==> config.mk <==
export PLATFORM = sky130hd
export DESIGN_NAME = pgwalk_top
export DESIGN_NICKNAME = d
export VERILOG_FILES = /design/src/rtl/pgwalk_pkg.sv /design/src/rtl/pgwalk_addr.sv /design/src/rtl/pgwalk_entry.sv /design/src/rtl/pgwalk_top.sv
export SDC_FILE = /design/constraint.sdc
export NUM_CORES = 1
export LEC_CHECK = 0
export BUFFER_PORTS_ARGS = -buffer_cell sky130_fd_sc_hd__buf_2
export CORE_MARGIN = 3
export CORE_UTILIZATION = 50
export CTS_CLUSTER_SIZE = 40
export DETAILED_ROUTE_END_ITERATION = 10
export PLACE_DENSITY = 0.88
export SLEW_MARGIN = 0
export SYNTH_ARGS = -nofsm -noshare
export SYNTH_HDL_FRONTEND = slang
export SYNTH_HIERARCHICAL = 1
export SYNTH_SLANG_ARGS = --single-unit
==> constraint.sdc <==
create_clock -name clk -period 6.75 [get_ports clk]
set_input_delay 0.3375 -clock clk [delete_from_list [all_inputs] [get_ports clk]]
set_output_delay 0.3375 -clock clk [all_outputs]
set_load 0.02 [all_outputs]
==> src/rtl/pgwalk_pkg.sv <==
package pgwalk_pkg;
   localparam int VA_W   = 32;
   localparam int WORD_W = 32;
   localparam int PA_W   = WORD_W + 4;
   localparam int ERR_W  = 10;

   localparam int REF_BIT = 5;
   localparam int MOD_BIT = 6;

   localparam logic [7:0] CAUSE_INVALID = 8'h04;
   localparam logic [7:0] CAUSE_BADTYPE = 8'h10;

   typedef enum logic [1:0] {
      ET_INVALID = 2'd0,
      ET_TABLE   = 2'd1,
      ET_LEAF    = 2'd2,
      ET_RESV    = 2'd3
   } ent_type_e;

   typedef enum logic [1:0] {
      WK_DESCEND = 2'd0,
      WK_LEAF    = 2'd1,
      WK_FAULT   = 2'd2
   } walk_kind_e;

   typedef enum logic [1:0] {
      S_IDLE  = 2'd0,
      S_FETCH = 2'd1,
      S_WBACK = 2'd2,
      S_DONE  = 2'd3
   } walk_state_e;

   function automatic int idx_lsb(input int step);
      case (step)
         1:       return 24;
         2:       return 18;
         default: return 12;
      endcase
   endfunction

   function automatic int idx_bits(input int step);
      return (step == 1) ? 8 : 6;
   endfunction
endpackage

==> src/rtl/pgwalk_addr.sv <==
module pgwalk_addr
   import pgwalk_pkg::*;
#(
   parameter int CTX_W = 8
) (
   input  logic [WORD_W-1:0] ctx_ptr,
   input  logic [CTX_W-1:0]  ctx_num,
   input  logic [19:0]       va_hi,
   input  logic [WORD_W-1:0] desc,
   input  logic [1:0]        next_step,
   output logic [PA_W-1:0]   ctx_addr,
   output logic [PA_W-1:0]   tbl_addr
);
   localparam int PAGE_SH = 12;

   logic [PA_W-1:0] idx_off [4];
   logic            unused_desc;

   assign idx_off[0] = '0;

   for (genvar g = 1; g < 4; g++) begin : g_idx
      localparam int LSB = idx_lsb(g) - PAGE_SH;
      localparam int NB  = idx_bits(g);
      assign idx_off[g] = PA_W'(va_hi[LSB +: NB]) << 2;
   end

   assign ctx_addr    = {ctx_ptr, 4'h0} + (PA_W'(ctx_num) << 2);
   assign tbl_addr    = {desc[WORD_W-1:2], 6'b0} + idx_off[next_step];
   assign unused_desc = ^desc[1:0];
endmodule

==> src/rtl/pgwalk_entry.sv <==
module pgwalk_entry
   import pgwalk_pkg::*;
#(
   parameter bit KEEP_L3_OFFSET = 1'b1
) (
   input  logic [WORD_W-1:0] entry,
   input  logic [1:0]        step,
   input  logic              is_write,
   input  logic [23:0]       va_lo,
   output walk_kind_e        kind,
   output logic [ERR_W-1:0]  err_code,
   output logic              need_wb,
   output logic [WORD_W-1:0] upd_entry,
   output logic [PA_W-1:0]   leaf_paddr
);
   logic [PA_W-1:0] off_l3;
   logic [PA_W-1:0] off;
   logic            unused_bits;

   if (KEEP_L3_OFFSET) begin : g_l3_keep
      assign off_l3 = PA_W'(va_lo[11:0]);
   end else begin : g_l3_align
      assign off_l3 = '0;
   end

   always_comb begin
      kind     = WK_FAULT;
      err_code = {step, CAUSE_BADTYPE};
      case (ent_type_e'(entry[1:0]))
         ET_INVALID: err_code = {step, CAUSE_INVALID};
         ET_TABLE:   if (step != 2'd3) kind = WK_DESCEND;
         ET_LEAF:    if (step != 2'd0) kind = WK_LEAF;
         default:    kind = WK_FAULT;
      endcase
   end

   always_comb begin
      case (step)
         2'd1:    off = PA_W'(va_lo[23:0]);
         2'd2:    off = PA_W'(va_lo[17:0]);
         default: off = off_l3;
      endcase
   end

   assign leaf_paddr  = {entry[WORD_W-1:8], 12'h000} + off;
   assign need_wb     = !entry[REF_BIT] || (is_write && !entry[MOD_BIT]);
   assign upd_entry   = entry | (WORD_W'(1) << REF_BIT)
                              | (WORD_W'(is_write) << MOD_BIT);
   assign unused_bits = ^{entry[7], entry[4:2]};
endmodule

==> src/rtl/pgwalk_top.sv <==
module pgwalk_top
   import pgwalk_pkg::*;
#(
   parameter int CTX_W          = 8,
   parameter bit KEEP_L3_OFFSET = 1'b1
) (
   input  logic              clk,
   input  logic              rst_n,
   input  logic              req_valid,
   output logic              req_ready,
   input  logic [VA_W-1:0]   req_vaddr,
   input  logic              req_write,
   input  logic              cfg_enable,
   input  logic [WORD_W-1:0] cfg_ctx_ptr,
   input  logic [CTX_W-1:0]  cfg_ctx_num,
   output logic              mem_rd_req,
   output logic              mem_wr_req,
   output logic [PA_W-1:0]   mem_addr,
   output logic [WORD_W-1:0] mem_wdata,
   input  logic [WORD_W-1:0] mem_rdata,
   input  logic              mem_valid,
   output logic              done,
   output logic              resp_err,
   output logic [ERR_W-1:0]  resp_code,
   output logic              resp_bypass,
   output logic [PA_W-1:0]   resp_paddr,
   output logic [WORD_W-1:0] resp_entry
);
   if (CTX_W < 1 || CTX_W > 28) begin : g_bad_ctx_w
      $error("pgwalk_top: CTX_W must be in 1..28");
   end

   walk_state_e       state_q;
   logic [1:0]        step_q;
   logic [1:0]        nxt_step;
   logic [PA_W-1:0]   addr_q;
   logic [VA_W-1:0]   va_q;
   logic              wr_q;
   logic              err_q, byp_q;
   logic [ERR_W-1:0]  code_q;
   logic [PA_W-1:0]   pa_q;
   logic [WORD_W-1:0] ent_q;

   logic [PA_W-1:0]   ctx_addr, tbl_addr, leaf_paddr;
   walk_kind_e        kind;
   logic [ERR_W-1:0]  err_code;
   logic              need_wb;
   logic [WORD_W-1:0] upd_entry;

   assign nxt_step = step_q + 2'd1;

   pgwalk_addr #(.CTX_W(CTX_W)) u_addr (
      .ctx_ptr   (cfg_ctx_ptr),
      .ctx_num   (cfg_ctx_num),
      .va_hi     (va_q[31:12]),
      .desc      (mem_rdata),
      .next_step (nxt_step),
      .ctx_addr  (ctx_addr),
      .tbl_addr  (tbl_addr)
   );

   pgwalk_entry #(.KEEP_L3_OFFSET(KEEP_L3_OFFSET)) u_entry (
      .entry      (mem_rdata),
      .step       (step_q),
      .is_write   (wr_q),
      .va_lo      (va_q[23:0]),
      .kind       (kind),
      .err_code   (err_code),
      .need_wb    (need_wb),
      .upd_entry  (upd_entry),
      .leaf_paddr (leaf_paddr)
   );

   always_ff @(posedge clk or negedge rst_n) begin
      if (!rst_n) begin
         state_q <= S_IDLE;
         step_q  <= '0;
         addr_q  <= '0;
         va_q    <= '0;
         wr_q    <= 1'b0;
         err_q   <= 1'b0;
         byp_q   <= 1'b0;
         code_q  <= '0;
         pa_q    <= '0;
         ent_q   <= '0;
      end else begin
         case (state_q)
            S_IDLE: if (req_valid) begin
               va_q   <= req_vaddr;
               wr_q   <= req_write;
               step_q <= '0;
               err_q  <= 1'b0;
               code_q <= '0;
               ent_q  <= '0;
               if (!cfg_enable) begin
                  byp_q   <= 1'b1;
                  pa_q    <= PA_W'(req_vaddr);
                  state_q <= S_DONE;
               end else begin
                  byp_q   <= 1'b0;
                  pa_q    <= '0;
                  addr_q  <= ctx_addr;
                  state_q <= S_FETCH;
               end
            end
            S_FETCH: if (mem_valid) begin
               case (kind)
                  WK_DESCEND: begin
                     addr_q <= tbl_addr;
                     step_q <= nxt_step;
                  end
                  WK_LEAF: begin
                     pa_q    <= leaf_paddr;
                     ent_q   <= upd_entry;
                     state_q <= need_wb ? S_WBACK : S_DONE;
                  end
                  default: begin
                     err_q   <= 1'b1;
                     code_q  <= err_code;
                     state_q <= S_DONE;
                  end
               endcase
            end
            S_WBACK: if (mem_valid) state_q <= S_DONE;
            default: state_q <= S_IDLE;
         endcase
      end
   end

   assign req_ready   = (state_q == S_IDLE);
   assign done        = (state_q == S_DONE);
   assign mem_rd_req  = (state_q == S_FETCH);
   assign mem_wr_req  = (state_q == S_WBACK);
   assign mem_addr    = addr_q;
   assign mem_wdata   = ent_q;
   assign resp_err    = err_q;
   assign resp_code   = code_q;
   assign resp_bypass = byp_q;
   assign resp_paddr  = pa_q;
   assign resp_entry  = ent_q;

   p_done_single_r9: assert property (@(posedge clk) disable iff (!rst_n)
      done |=> !done);
   p_take_then_busy_r9: assert property (@(posedge clk) disable iff (!rst_n)
      (req_valid && req_ready) |=> !req_ready);
   p_one_kind_r8: assert property (@(posedge clk) disable iff (!rst_n)
      !(mem_rd_req && mem_wr_req));
   p_hold_req_r8: assert property (@(posedge clk) disable iff (!rst_n)
      ((mem_rd_req || mem_wr_req) && !mem_valid) |=>
         ($stable(mem_addr) && $stable(mem_rd_req) && $stable(mem_wr_req)));
   p_wb_marks_ref_r7: assert property (@(posedge clk) disable iff (!rst_n)
      mem_wr_req |-> mem_wdata[REF_BIT]);
   p_code_shape_r4: assert property (@(posedge clk) disable iff (!rst_n)
      (done && resp_err) |->
         (resp_code[7:0] == CAUSE_INVALID || resp_code[7:0] == CAUSE_BADTYPE));
   p_bypass_direct_r1: assert property (@(posedge clk) disable iff (!rst_n)
      (done && resp_bypass) |-> $past(req_valid && req_ready));
endmodule

==> summary.txt <==
Critical path
  • Crit Path Class: reg2reg
  • Crit path DAT: 4.20 ns
  • Worst-path maximum fanout: 13
  • Critical path, cell by cell: xor2_1 -> nor2b_1 -> a22oi_1 -> inv_1 -> ha_1 -> a21oi_1 -> o22ai_1 -> nand4_1 -> xnor2_1 -> mux2_2 -> mux2_2
  • Nature of the critical path endpoint: flip-flop
  • Data required time of the worst path: 7.05 ns
  • Top cell by count, worst path: mux2_2
  • Worst path slowest cell: o22ai_1
  • Critical Path Max Stage Delay: between 0.8 and 0.9 ns
  • CP Launch Type: flip-flop

Placed design
  • Hpwl dp: 21.7 mm
  • Placed Instance Area: 0.0114 mm^2
  • Gpl congestion: 0.915
  • I/O Buffers: 261

Clock tree
  • Worst-Skew Late Latency: 0.42 ns
  • H-tree Lvls: 4
  • Clock sink count: 153
  • Clk buf depth: 2
  • Clock-pin slew on the worst setup and hold paths: 0.06 ns
  • Root Driver: clkbuf_16
  • Post_cts resized: 0
  • TritonCTS Buffers: 17
  • Setup Fix Bufs, Post-CTS: 0
  • CTS tree: built

Route
  • Drt drc: 0
  • DRT iter0 DRCs: 642
  • WL met3: about 2.2 mm
  • Uppermost layer routed: met5
  • Met2 WL post-DR: approximately 14 mm
  • Final WL: 29.3 mm
  • Drt wl/cell: about 20 um
  • DRT met1 WL: 12.4 mm
  • Via count: 8,391
  • Detail Route Antenna Nets: 0
  • DRT Pass-1 Iters: 6
  • Post-DR vias/cell: 5.67

STA
  • Tmin final: 3.91 ns
  • Clock Skew: 0.00934 ns
  • Final period util: 0.579
  • RSZ-0062 raised after global routing: false
  • Worst slew pin tran: ~1.1 ns
  • Hold Vio Cnt, Final: 0
  • Final setup fails: 0
  • Slew HR: 0.251
  • Peak Freq: 256 MHz
  • Max-slew violation count: 0
  • Setup TNS: 0 ns

Synth
  • Area leader, netlist: dfrtp_1
  • Number of synthesized flops with an enable pin: 0
  • Synth Register Bits: 153
  • Mapped Area: 0.0106 mm^2
  • Cells after Synth: roughly 1,000
  • Synth top cells by count: 153 x dfrtp_1, 141 x mux2_2, 89 x buf_4, 73 x inv_1, 73 x nand2_1
  • Top cell type's share of synthesized area: 0.362
  • Netlist cell types: slightly below 80
  • Ys flop type: dfrtp_1
  • Sequential fraction of the synthesis area: 0.362
  • Ys async rst share: 1.00
  • Mapped Avg Cell Area: around 10 um^2
  • Most numerous cell in the Yosys netlist: dfrtp_1
  • Synth Warn #: 6
  • Synth area leaders: dfrtp_1 36%, mux2_2 15%, buf_4 6.3%

GRT
  • All-Layer GR Usage: 0.250
  • Number of global-route vias before repair: 8,142
  • Largest net degree at the start of global routing: 83
  • First-pass GRT wire length: 44.4 mm
  • Initial antenna violation count: 8
  • Total grt overflow: 0

Die
  • # rows: 52
  • Core Region: 0.0205 mm^2
  • Die Y: 151 um
  • DIE WIDTH: 151 um
  • Die ar.: 0.0229 mm^2
  • Ports: 262
  • Starting Density: 0.515

Power
  • Leak: roughly 5.7 nW
  • Peak supply drop: 0.236 mV
  • Pwr Density: 449 mW/mm^2

Final layout
  • Ratio of cells with drive above 1 in the final layout: 0.392
  • Filler cells: 1,751
  • Layout Utilization: 0.589
  • Area Overhead vs Synth: 14.4%
  • NumNets Final: 1,340
  • Final Cell Area: 0.0121 mm^2

Hold path
  • HP Class: in2reg

Run
  • Max-cap violations: 0

Outcome
  • Status: finished clean
sequential cells by signal, summed over array words and instances, names as in the netlist:
register,flops
mem_addr,36
resp_paddr,36
mem_wdata,32
va_q,32
resp_code,10
state_q,2
step_q,2
resp_bypass,1
resp_err,1
wr_q,1
what timing repair did:
action	in CTS	in global routing
endpoints found under the setup margin	0	0
endpoints found under the hold margin	17	0
hold buffers	1	0
cell type report:
type,instances,area [um^2],share of cell area
Antenna cell,4,10.0,0.000828
Multi-Input combinational cell,677,5630,0.466
Timing Repair Buffer,271,1390,0.115
Clock buffer,20,447,0.0370
Sequential cell,153,3830,0.317
Tap cell,270,338,0.0280
Clock inverter,12,165,0.0137
Inverter,73,274,0.0227
metal layers:
| metal | GRT usage | vias up |
|---|---|---|
| li1 | - | 3845 |
| met1 | 0.335 | 4105 |
| met2 | 0.405 | 375 |
| met3 | 0.0548 | 58 |
| met4 | 0.0766 | 8 |
| met5 | 0 | - |
critical path: cells and delay by family, from the launching register on:
kind | cells | cell delay [ns]
buffers and inverters | 1 | 0.09
xor gates and xnor gates | 2 | 0.68
muxes | 2 | 0.52
and+or+nand+nor | 2 | 0.50
DFF | 1 | 0.51
AOI/OAI and AO/OA | 3 | 1.20
adders and majority gates | 1 | 0.28
logic make-up (layout without fill, tap and decap cells):
logic type / Yosys count / in the layout / share of synthesized area
fa+ha+maj: 37 / 37 / 0.0460
other cells: 3 / 15 / 0.00107
simple gates: 238 / 238 / 0.131
compound gates: 122 / 122 / 0.0871
mux: 193 / 193 / 0.200
buf+inv: 207 / 376 / 0.110
xor+xnor: 76 / 76 / 0.0630
flops: 153 / 153 / 0.362
where the power goes:
part,internal [W],leakage [nW],switching (W)
Sequential,0.00132,1.91,0.000239
Clock,0.000599,0.294,0.000409
Combinational,0.00125,3.50,0.00161
path summary, 6_finish.rpt:
check,startpoint,end,slack [ns],depth (start not counted)
worst max-delay path,step_q[0]$_DFFE_PN0P_,mem_addr[35]$_DFFE_PN0P_,2.84,11
worst min-delay path,req_write,wr_q$_DFFE_PN0P_,0.16,2
worst max register to register,step_q[0]$_DFFE_PN0P_,mem_addr[35]$_DFFE_PN0P_,2.84,11
worst min register to register,mem_addr[1]$_DFFE_PN0P_,mem_addr[1]$_DFFE_PN0P_,0.49,1
max in group asynchronous,rst_n,mem_addr[35]$_DFFE_PN0P_,4.75,3
min in group asynchronous,rst_n,mem_wdata[19]$_DFFE_PN0P_,0.54,2
cell usage in the layout (no fill, tap or decap), drive strengths merged, types with 11 or more instances in the layout:
| cell type | Yosys | layout |
|---|---|---|
| a21oi | 31 | 31 |
| a22o | 36 | 36 |
| and2 | 14 | 14 |
| and3 | 17 | 17 |
| buf | 110 | 270 |
| clkbuf | 24 | 20 |
| conb | 3 | 11 |
| dfrtp | 153 | 153 |
| ha | 34 | 34 |
| inv | 73 | 77 |
| mux2 | 143 | 143 |
| mux2i | 50 | 50 |
| nand2 | 73 | 73 |
| nand3 | 35 | 35 |
| nand4 | 29 | 29 |
| nor2 | 15 | 15 |
| nor3 | 15 | 15 |
| o21ai | 14 | 14 |
| xnor2 | 57 | 57 |
| xor2 | 19 | 19 |
per-stage QoR:
step	hold WS, ns	worst slack (ns)	total power, W	cells
floorplan	0.0419	3.39	0.00373	1037
global placement	0.445	2.99	0.00434	1443
detailed placement	0.447	2.99	0.00443	1443
CTS	0.143	2.92	0.00546	1476
global route	0.147	2.55	0.00576	1480
finish	0.159	2.84	0.00543	1480
No activity file was read; power rests on OpenSTA's default activity.
